$ cat config.mk
export PLATFORM = sky130hd
export DESIGN_NAME = burst_seq
export DESIGN_NICKNAME = d
export VERILOG_FILES = /design/src/rtl/burst_seq_pkg.sv /design/src/rtl/burst_seq_ctrl.sv /design/src/rtl/burst_seq_datapath.sv /design/src/rtl/burst_seq.sv
export SDC_FILE = /design/constraint.sdc
export NUM_CORES = 1
export LEC_CHECK = 0
export BUFFER_PORTS_ARGS = -buffer_cell sky130_fd_sc_hd__buf_2
export CELL_PAD_IN_SITES_DETAIL_PLACEMENT = 0
export CELL_PAD_IN_SITES_GLOBAL_PLACEMENT = 2
export CORE_MARGIN = 4
export CORE_UTILIZATION = 29
export DETAILED_ROUTE_END_ITERATION = 8
export PLACE_DENSITY_LB_ADDON = 0.1
export SLEW_MARGIN = 20
export SYNTH_ARGS = -nofsm -noshare
export SYNTH_HDL_FRONTEND = slang
export SYNTH_SLANG_ARGS = --single-unit
$ cat constraint.sdc
create_clock -name clk -period 1 [get_ports clk]
set_input_delay 0.1 -clock clk [delete_from_list [all_inputs] [get_ports clk]]
set_output_delay 0.1 -clock clk [all_outputs]
set_load 0.005 [all_outputs]
$ cat src/rtl/burst_seq_pkg.sv
package burst_seq_pkg;
  typedef struct packed {
    logic load;
    logic advance;
    logic deselect;
  } seqStrobes_t;
endpackage

$ cat src/rtl/burst_seq_ctrl.sv
module burst_seq_ctrl
  import burst_seq_pkg::*;
(
  input  logic        clk,
  input  logic        rstN,
  input  logic        clkEn,
  input  logic        advLoad,
  input  logic        selIn,
  output seqStrobes_t strobes
);
  logic active;

  always_comb begin
    strobes.load     = clkEn & ~advLoad & selIn;
    strobes.deselect = clkEn & ~advLoad & ~selIn;
    strobes.advance  = clkEn & advLoad & active;
  end

  always_ff @(posedge clk or negedge rstN) begin
    if (!rstN)                 active <= 1'b0;
    else if (strobes.load)     active <= 1'b1;
    else if (strobes.deselect) active <= 1'b0;
  end

  assert_strobe_excl_R2: assert property (@(posedge clk) disable iff (!rstN)
    $onehot0({strobes.load, strobes.advance, strobes.deselect}));

  assert_no_adv_after_desel_R9: assert property (@(posedge clk) disable iff (!rstN)
    strobes.deselect |=> !strobes.advance);
endmodule

$ cat src/rtl/burst_seq_datapath.sv
module burst_seq_datapath
  import burst_seq_pkg::*;
#(
  parameter int ADDR_W = 8,
  parameter int BEATS  = 4
) (
  input  logic              clk,
  input  logic              rstN,
  input  seqStrobes_t       strobes,
  input  logic              burstMode,
  input  logic [ADDR_W-1:0] startAddr,
  output logic [ADDR_W-1:0] curAddr
);
  localparam int LW = $clog2(BEATS);
  localparam int UW = ADDR_W - LW;

  logic [UW-1:0] upperReg;
  logic [LW-1:0] startLow;
  logic [LW-1:0] beatCnt;
  logic          modeReg;
  logic [LW-1:0] lowBits;

  always_ff @(posedge clk or negedge rstN) begin
    if (!rstN) begin
      upperReg <= '0;
      startLow <= '0;
      beatCnt  <= '0;
      modeReg  <= 1'b1;
    end else if (strobes.load) begin
      upperReg <= startAddr[ADDR_W-1:LW];
      startLow <= startAddr[LW-1:0];
      beatCnt  <= '0;
      modeReg  <= burstMode;
    end else if (strobes.advance) begin
      beatCnt  <= beatCnt + 1'b1;
    end
  end

  always_comb begin
    if (modeReg) lowBits = startLow ^ beatCnt;
    else         lowBits = startLow + beatCnt;
  end

  assign curAddr = {upperReg, lowBits};

  assert_upper_hold_R6: assert property (@(posedge clk) disable iff (!rstN)
    !strobes.load |=> $stable(curAddr[ADDR_W-1:LW]));

  assert_cnt_clear_R10: assert property (@(posedge clk) disable iff (!rstN)
    strobes.load |=> (curAddr[LW-1:0] == $past(startAddr[LW-1:0])));

  assert_linear_step_R3: assert property (@(posedge clk) disable iff (!rstN)
    (strobes.advance && !modeReg) |=> (curAddr[LW-1:0] == $past(curAddr[LW-1:0]) + 1'b1));

  assert_inter_step_R4: assert property (@(posedge clk) disable iff (!rstN)
    (strobes.advance && modeReg) |=>
      ((curAddr[LW-1:0] ^ $past(curAddr[LW-1:0])) == ($past(beatCnt) ^ ($past(beatCnt) + 1'b1))));
endmodule

$ cat src/rtl/burst_seq.sv
module burst_seq
  import burst_seq_pkg::*;
#(
  parameter int ADDR_W = 8,
  parameter int BEATS  = 4
) (
  input  logic              clk,
  input  logic              rstN,
  input  logic              clkEn,
  input  logic              advLoad,
  input  logic              burstMode,
  input  logic              selIn,
  input  logic [ADDR_W-1:0] startAddr,
  output logic [ADDR_W-1:0] curAddr
);
  seqStrobes_t strobes;

  burst_seq_ctrl u_ctrl (
    .clk(clk), .rstN(rstN), .clkEn(clkEn), .advLoad(advLoad),
    .selIn(selIn), .strobes(strobes)
  );

  burst_seq_datapath #(.ADDR_W(ADDR_W), .BEATS(BEATS)) u_dp (
    .clk(clk), .rstN(rstN), .strobes(strobes), .burstMode(burstMode),
    .startAddr(startAddr), .curAddr(curAddr)
  );

  assert_freeze_R8: assert property (@(posedge clk) disable iff (!rstN)
    !clkEn |=> $stable(curAddr));
endmodule

Yosys cells after proc, flatten, opt, wreduce, memory -nomap -nowiden
Cells that the tools add are included.
W data, S select, Z words.
{ "op_classes": {"mux": 5, "add_sub_neg": 2, "reduce_logical": 2, "n_bitwise": 8} }
{ "ops": {"columns": ["operator", "n"], "rows": [
  ["$mux W2", 3],
  ["$and A1 B1 Y1", 5],
  ["$reduce_bool A2 Y1", 2],
  ["$add A2 B1 Y2 const B", 1],
  ["$add A2 B2 Y2", 1],
  ["$mux W1", 2],
  ["$not A1 Y1", 2],
  ["$xor A2 B2 Y2", 1]
]} }
{ "word_totals": {"inputBits": 14, "elab_cells": 22, "regBits": 12} }

Longest topological paths before layout
Gate-level depths: netlist (run 1).
{ "depth": {"word_depth": 5, "depth_mapped": 3} }

Cells and area by module
Synthesis (run 1) repeated with hierarchy kept, for this count alone.
{ "unflattened": {"hier_cells": 36, "area_unflattened_um2": 549.3} }
{ "by_module_without_submodules": {"columns": ["mod", "instances", "seq_area_each_um2", "area_per_inst_um2", "cells_each"], "rows": [
  ["burst_seq_datapath", 1, 276.5, 490.5, 30],
  ["burst_seq_ctrl", 1, 25.0, 58.8, 6]
]} }

Worst setup path before layout (run 1)
OpenSTA, ideal clock, no wires.
{ "synth_path": {"path_kind": "reg2out", "from": "register u_dp.beatCnt[0]", "to": "output port curAddr[1]", "stages_incl_launch_ff": 4, "required_ns": 0.900, "arrival_time_ns": 0.864, "slack_ns": 0.036, "cell_sequence": "dfrtp_1 > ha_1 > nor2b_1 > xnor2_1"} }
{ "synth_via": {"elab_chain_cells": 2} }
{ "synth_rtl": {"columns": ["item", "line", "source"], "rows": [
  ["from (decl)", "burst_seq_datapath.sv:19", "logic [LW-1:0] beatCnt;"],
  ["from (signal assigned)", "burst_seq_datapath.sv:35", "beatCnt <= beatCnt + 1'b1;"],
  ["$add A2 B2 Y2", "burst_seq_datapath.sv:41", "else lowBits = startLow + beatCnt;"],
  ["$mux W2", "burst_seq_datapath.sv:40", "if (modeReg) lowBits = startLow ^ beatCnt;"],
  ["to (decl)", "burst_seq.sv:14", "output logic [ADDR_W-1:0] curAddr"]
]} }
No other way between the ends.

Worst setup path in the final report (run 1)
Ends and elaborated chain as after synthesis.

==> metrics, run 1 <==
final worst-path cycle share 130%; first-pass GRT wire length 1.83 mm; Mapped Avg Cell Area 14.1 sq um; Hold WC Path Type in2reg; synth unique cells 14; unrepaired setup endpoints after global routing true; Via density 4.17; failing checks setup timing; Clock Tree Root clkbuf_4; Finished Cell Area 812 sq um; pwr dens 1970 nW/um^2; Post-route DRC 0; Mapped Cells 40; 1st-iter DRT viols 1; crit path kind reg2out; Critical Path AT 1.20 ns; cell family contributing the most delay on the critical path flip-flops; drt first pass iters 2; Yosys top cell by area dfrtp_1; WP buf/inv 1; Synth-to-Final Area Change 43.6%; Max transition margin 81.4%; Antenna Violating Nets Remaining 0; Total Nets Final 86; IO Port Bufs 21; largest net degree at the start of global routing 13; GRT Util Overall 9.17%; Placed Area 733 sq um; Max Clk Rate 772 MHz; starting density of the core 31.7%; die width 52.2 microns; die span in y 52.2 microns; post-synth top area share 48.7%; setup violators final 3; initial antenna violation count 0; Vias 396; VDD IR max 0.804 mV; Leakage 0.429 nW; Seq/Total Area, Yosys 53.3%; Mapped Area 566 sq um; Fin Hold WS 0.0625 ns; Syn. warnings 0; DPL Wire Length 802 microns; drt total wl 1.11 mm; total grt overflow 0; cells along the critical path ha_2 > nor2b_4 > xnor2_2 > buf_2; vias in the first global route 428; Synth Net Count 55; Final min period 1.30 ns; max incr delay on CP 0.39 ns; Worst Slack Setup Final -0.295 ns; Clock Skew 0.00234 ns; worst-path fanout max 2; IO Count 22; most frequent cells in the layout buf_2, dfrtp_1, mux2_4; slowest stage cell, crit path dfrtp_1; Worst EP required 0.90 ns; critical path endpoint category output pin; Wirelength per Cell 11.7 microns; Max-Cap Viols 0; Clock Tree Buf Depth 2; #FFs+latches synth 12; Clk pin slew, worst setup/hold paths 0.08 ns; Die ar. 2720 sq um; Final Max Tran Viols 0; type of origin of the critical path flip-flop; Max H-tree Level 1; ratio of cells with drive above 1 in the final layout 64.3%; TritonCTS clock tree yes; Antenna Cells 0; core area 1780 sq um; final hold viol count 0; RePlAce Congestion 0.663; outcome finished with violations; row count 15; Slew @ Worst Pin 0.275 ns; synth top area cells dfrtp_1, mux2_4, dfstp_2; Clk Latency, worst-skew pair 0.26 ns; most common cell after layout, fill and taps aside buf_2; # clock sinks 12; Num CTS Buffers 3
registers in the layout, indices dropped and copies added (netlist names):
name / count
u_dp.upperReg: 6
u_dp.beatCnt: 2
u_dp.startLow: 2
u_ctrl.active: 1
u_dp.modeReg: 1
final timing paths:
| check | endpoint | cells past startpoint | from | slack, ns |
|---|---|---|---|---|
| min in group asynchronous | u_ctrl.active | 2 | rstN | 0.24 |
| min reg2reg | u_dp.upperReg[5] | 1 | u_dp.upperReg[5] | 0.51 |
| max | curAddr[1] | 4 | u_dp.beatCnt[0] | -0.30 |
| min | u_dp.upperReg[5] | 2 | startAddr[7] | 0.06 |
| max reg2reg | u_dp.beatCnt[0] | 5 | u_dp.beatCnt[0] | -0.07 |
| max in group asynchronous | u_dp.modeReg | 2 | rstN | 0.48 |
Yosys cell counts:
master,count
buf_6,1
nand2_1,3
a22o_2,1
dfrtp_1,11
o21ai_0,4
dfstp_2,1
inv_1,2
nor2b_1,1
nand3b_1,2
ha_1,1
and4b_1,1
mux2_4,9
a21boi_0,1
xnor2_1,2
through the flow:
stage / util (%) / total power, mW / worst slack, ns / TNS, ns / std cells
final: 45.5 / 1.60 / -0.295 / -0.531 / 95
after global routing: 45.5 / 1.71 / -0.359 / -0.748 / 95
after CTS: 44.7 / 1.57 / -0.324 / -0.569 / 95
after detailed placement: 41.1 / 1.14 / -0.0594 / -0.0594 / 89
after global placement: 41.1 / 1.14 / -0.0446 / -0.0446 / 89
after floorplan: - / 0.943 / 0.0363 / 0 / 40
routing by layer:
metal	wire [microns]	GRT usage (%)
met1	540	11.5
met2	501	14.0
met3	67	4.30
met4	0	2.55
met5	0	0
worst reg2reg max path, cell delays in order (launching register included):
cell and delay [ns]:
dfrtp_1 0.39, buf_4 0.14, buf_4 0.13, nand3b_1 0.15
o21ai_1 0.08, a22o_2 0.13
what timing repair did:
action                                  CTS  global route
pin swaps                                 3             2
setup buffers                             1             0
resized for setup                         5             2
endpoints found under the setup margin    3             4
hold buffers                              1             0
endpoints found under the hold margin    12             0
final cells by class:
class | instances | area (sq um)
well taps | 25 | 31.3
inverters | 2 | 7.51
clock buffers | 4 | 36.3
multi-input cells | 25 | 270
flip-flops and latches | 12 | 302
fillers | 173 | 971
repair buffers | 27 | 165
logic make-up (layout without fill, tap and decap cells):
| kind of cell | count (synthesis) | in the layout | synth area share [%] |
|---|---|---|---|
| XOR/XNOR | 2 | 2 | 3.10 |
| buffers and inverters | 3 | 33 | 3.32 |
| AO/OA/AOI/OAI | 6 | 6 | 6.64 |
| flip-flops | 12 | 12 | 53.3 |
| AND/OR/NAND/NOR | 7 | 7 | 7.52 |
| adder cells (fa/ha/maj) | 1 | 1 | 2.21 |
| multiplexers | 9 | 9 | 23.9 |
power breakdown:
group / total, mW / internal, mW / switching [mW]
sequential: 0.689 / 0.598 / 0.0912
combinational: 0.538 / 0.357 / 0.181
clock: 0.376 / 0.221 / 0.155
total: 1.60 / 1.18 / 0.427
(Power assumes the default switching activity.)
==> run 2: changes to the inputs <==
--- a/config.mk
+++ b/config.mk
@@ -5,14 +5,16 @@
 export SDC_FILE = /design/constraint.sdc
 export NUM_CORES = 1
 export LEC_CHECK = 0
+export ABC_AREA = 1
 export BUFFER_PORTS_ARGS = -buffer_cell sky130_fd_sc_hd__buf_2
 export CELL_PAD_IN_SITES_DETAIL_PLACEMENT = 0
 export CELL_PAD_IN_SITES_GLOBAL_PLACEMENT = 2
 export CORE_MARGIN = 4
-export CORE_UTILIZATION = 29
+export CORE_UTILIZATION = 25
 export DETAILED_ROUTE_END_ITERATION = 8
 export PLACE_DENSITY_LB_ADDON = 0.1
 export SLEW_MARGIN = 20
 export SYNTH_ARGS = -nofsm -noshare
 export SYNTH_HDL_FRONTEND = slang
 export SYNTH_SLANG_ARGS = --single-unit
+export TNS_END_PERCENT = 10
==> metrics, run 2 <==
post-place setup slack -0.0205 ns (+0.0389 ns); Fill cells 270 (+56%); met1 wire length 597 microns (+11%); RePlAce Congestion 0.707 (+6.7%); Placed Area 741 sq um (+1.0%); Hold WC Path Type in2reg; area of the multi-input gates 244 sq um (-9.7%); Finished Cell Area 800 sq um (-1.5%); Top reg by flops u_dp.upperReg; outcome finished with violations; Largest regs u_dp.upperReg x6, u_dp.beatCnt x2, u_dp.startLow x2; Clk Latency, worst-skew pair 0.27 ns (about the same); #FFs+latches synth 12 (unchanged); final hold viol count 0 (unchanged); Clk pin slew, worst setup/hold paths 0.08 ns (about the same); count leader, synth nand2_1; DPL Wire Length 984 microns (+23%); Max transition margin 80.7% (-0.78 points); Seq/Total Area, Yosys 51.7% (-1.6 points); type of origin of the critical path flip-flop; Mapped Area 583 sq um (+3.1%); Wirelength per Cell 10.3 microns (-11%); largest family of logic cells by synthesized area simple AND/OR/NAND/NOR gates; Antenna Violating Nets Remaining 0 (unchanged); multiplexer share of the synthesized area 0% (-24 points); IO Count 22 (unchanged); Die ar. 3170 sq um (+16%); simple-gate share of the synthesized area 38.0% (+30 points); Critical Path AT 1.20 ns (about the same); Mapped Cells 73 (+83%); pwr dens 1690 nW/um^2 (-14%); ratio of cells with drive above 1 in the final layout 34.3% (-30 points); unrepaired setup endpoints after global routing true; TritonCTS clock tree yes; setup_tns -0.473 ns (+0.0579 ns); Post-route DRC 0 (unchanged); xor-xnor portion of the synthesized cell area 0% (-3.1 points); Num CTS Buffers 3 (unchanged); Worst EP required 0.90 ns (about the same); top post-synthesis cells by count nand2_1, nand3_1, dfrtp_1; initial antenna violation count 0 (unchanged); drt total wl 1.34 mm (+21%); starting density of the core 26.4% (-5.4 points); worst-path fanout max 2 (unchanged); complex-gate fraction of the synthesized area 0.858% (-5.8 points); total grt overflow 0 (unchanged); # clock sinks 12 (unchanged); most common cell after layout, fill and taps aside nand2_1; drt first pass iters 3 (+1); post-synth top area share 47.2% (-1.5 points); core area 2210 sq um (+24%); final core occ 36.1% (-9.4 points); Clock Tree Root clkbuf_4; Leakage 0.467 nW (+8.8%); Max Clk Rate 771 MHz (-0.11%); synth unique cells 12 (-2); adder-cell share of the synthesized area 2.15% (-0.066 points); Cell Count, Final, Fillers Out 130 (+37%); Slew @ Worst Pin 0.290 ns (+0.0147 ns); first-pass GRT wire length 2.36 mm (+29%); crit path kind reg2out; 1st-iter DRT viols 3 (+2); die width 56.3 microns (+7.9%); Via density 4.16 (-0.17%); Max H-tree Level 1 (unchanged); asr flop ratio synth 100% (unchanged); row count 17 (+2); main flop type after synthesis dfrtp_1; Total Nets Final 118 (+37%); Syn. warnings 0 (unchanged); vias in the first global route 525 (+23%); Final Max Tran Viols 0 (unchanged); Max-Cap Viols 0 (unchanged); post-placement cell count 124 (+39%); met3 WL 87 microns (+30%); Power Total 1.35 mW (-16%); Synth-to-Final Area Change 37.1%; Vias 541 (+37%); Clock Skew 0.000212 ns (-0.00213 ns); Fin Hold WS 0.0346 ns (-0.0279 ns); failing checks setup timing; Largest register FFs 6 (unchanged); VDD IR max 0.627 mV (-22%); Worst Slack Setup Final -0.297 ns (-0.00148 ns); IO Port Bufs 21 (unchanged); Reg area 302 sq um (unchanged); Synth Net Count 88 (+60%); largest net degree at the start of global routing 15 (+2); Yosys top cell by area dfrtp_1; setup violators final 2 (-1); FF-to-FF setup slack 0.01 ns (+0.08 ns); Final min period 1.30 ns (+0.00148 ns); GRT Util Overall 9.87% (+0.70 points); met2 wire length 647 microns (+29%); Clock Tree Buf Depth 2 (unchanged); most frequent cells in the layout nand2_1, buf_2, nand3_1; Post-synth EDFFs 0 (unchanged); final worst-path cycle share 130% (+0.15 points); critical path endpoint category output pin; Antenna Cells 0 (unchanged); top routing layer in use met4; die span in y 56.3 microns (+7.9%); Mapped Avg Cell Area 7.99 sq um (-44%); synth top area cells dfrtp_1, nand2_1, nand3_1
==> run 2: changes by cell type in the layout (fill, tap and decap cells not counted), sizes merged <==
cell / change
nand2: +25
nand3: +15
mux2: -9
inv: +6
nor2: +5
o21ai: -3
xnor2: -2
a21boi: -1
a22o: -1
and4b: -1
nand3b: -1
nor2b: -1
==> run 2: power by group <==
part | total, mW | internal [mW] | switching (mW)
Combinational | 0.337 | 0.171 | 0.165
Clock | 0.397 | 0.221 | 0.175
Sequential | 0.622 | 0.570 | 0.0514
==> run 2: final timing paths <==
kind / startpoint / endpoint / depth (start not counted)
max: u_dp.beatCnt[0] / curAddr[1] / 8
min: burstMode / u_dp.modeReg / 3
max reg2reg: u_dp.beatCnt[0] / u_dp.beatCnt[1] / 7
min reg2reg: u_dp.upperReg[2] / u_dp.upperReg[2] / 2
max in group asynchronous: rstN / u_dp.modeReg / 2
min in group asynchronous: rstN / u_dp.startLow[1] / 2
==> run 2: routing by layer <==
layer / vias to the layer above / GRT usage [%]
met5: - / 0
met3: 2 / 3.22
li1: 287 / -
met4: 0 / 6.10
met2: 13 / 14.5
met1: 239 / 12.3
==> run 2: what timing repair did <==
item / 4_1_cts / 5_1_grt
setup endpoints to repair: 2 / 3
gates resized for setup: 0 / 2
hold buffers: 1 / 0
pin swaps: 1 / 0
endpoints found under the hold margin: 12 / 0
setup buffers: 1 / 0
==> run 2: layout make-up <==
class                      count  share of cell area (%)
timing repair buffer          27                    19.1
inverter                       8                    3.76
sequential                    12                    37.7
clock buffer                   4                    4.54
multi-input combinational     51                    30.5
tap                           28                    4.38
==> run 2: cell families (layout without fill, tap and decap cells) <==
kind of cell             Yosys count  in the layout
AND/OR/NAND/NOR                   49             49
buffers and inverters             10             39
flip-flops                        12             12
adder cells (fa/ha/maj)            1              1
AO/OA/AOI/OAI                      1              1
==> run 2: critical path, stage by stage (launching register included) <==
cell	delay [ns]
dfrtp_1	0.39
ha_2	0.17
inv_1	0.06
nor2_2	0.04
inv_1	0.04
nand2_1	0.04
nand2_1	0.05
inv_1	0.03
buf_2	0.11
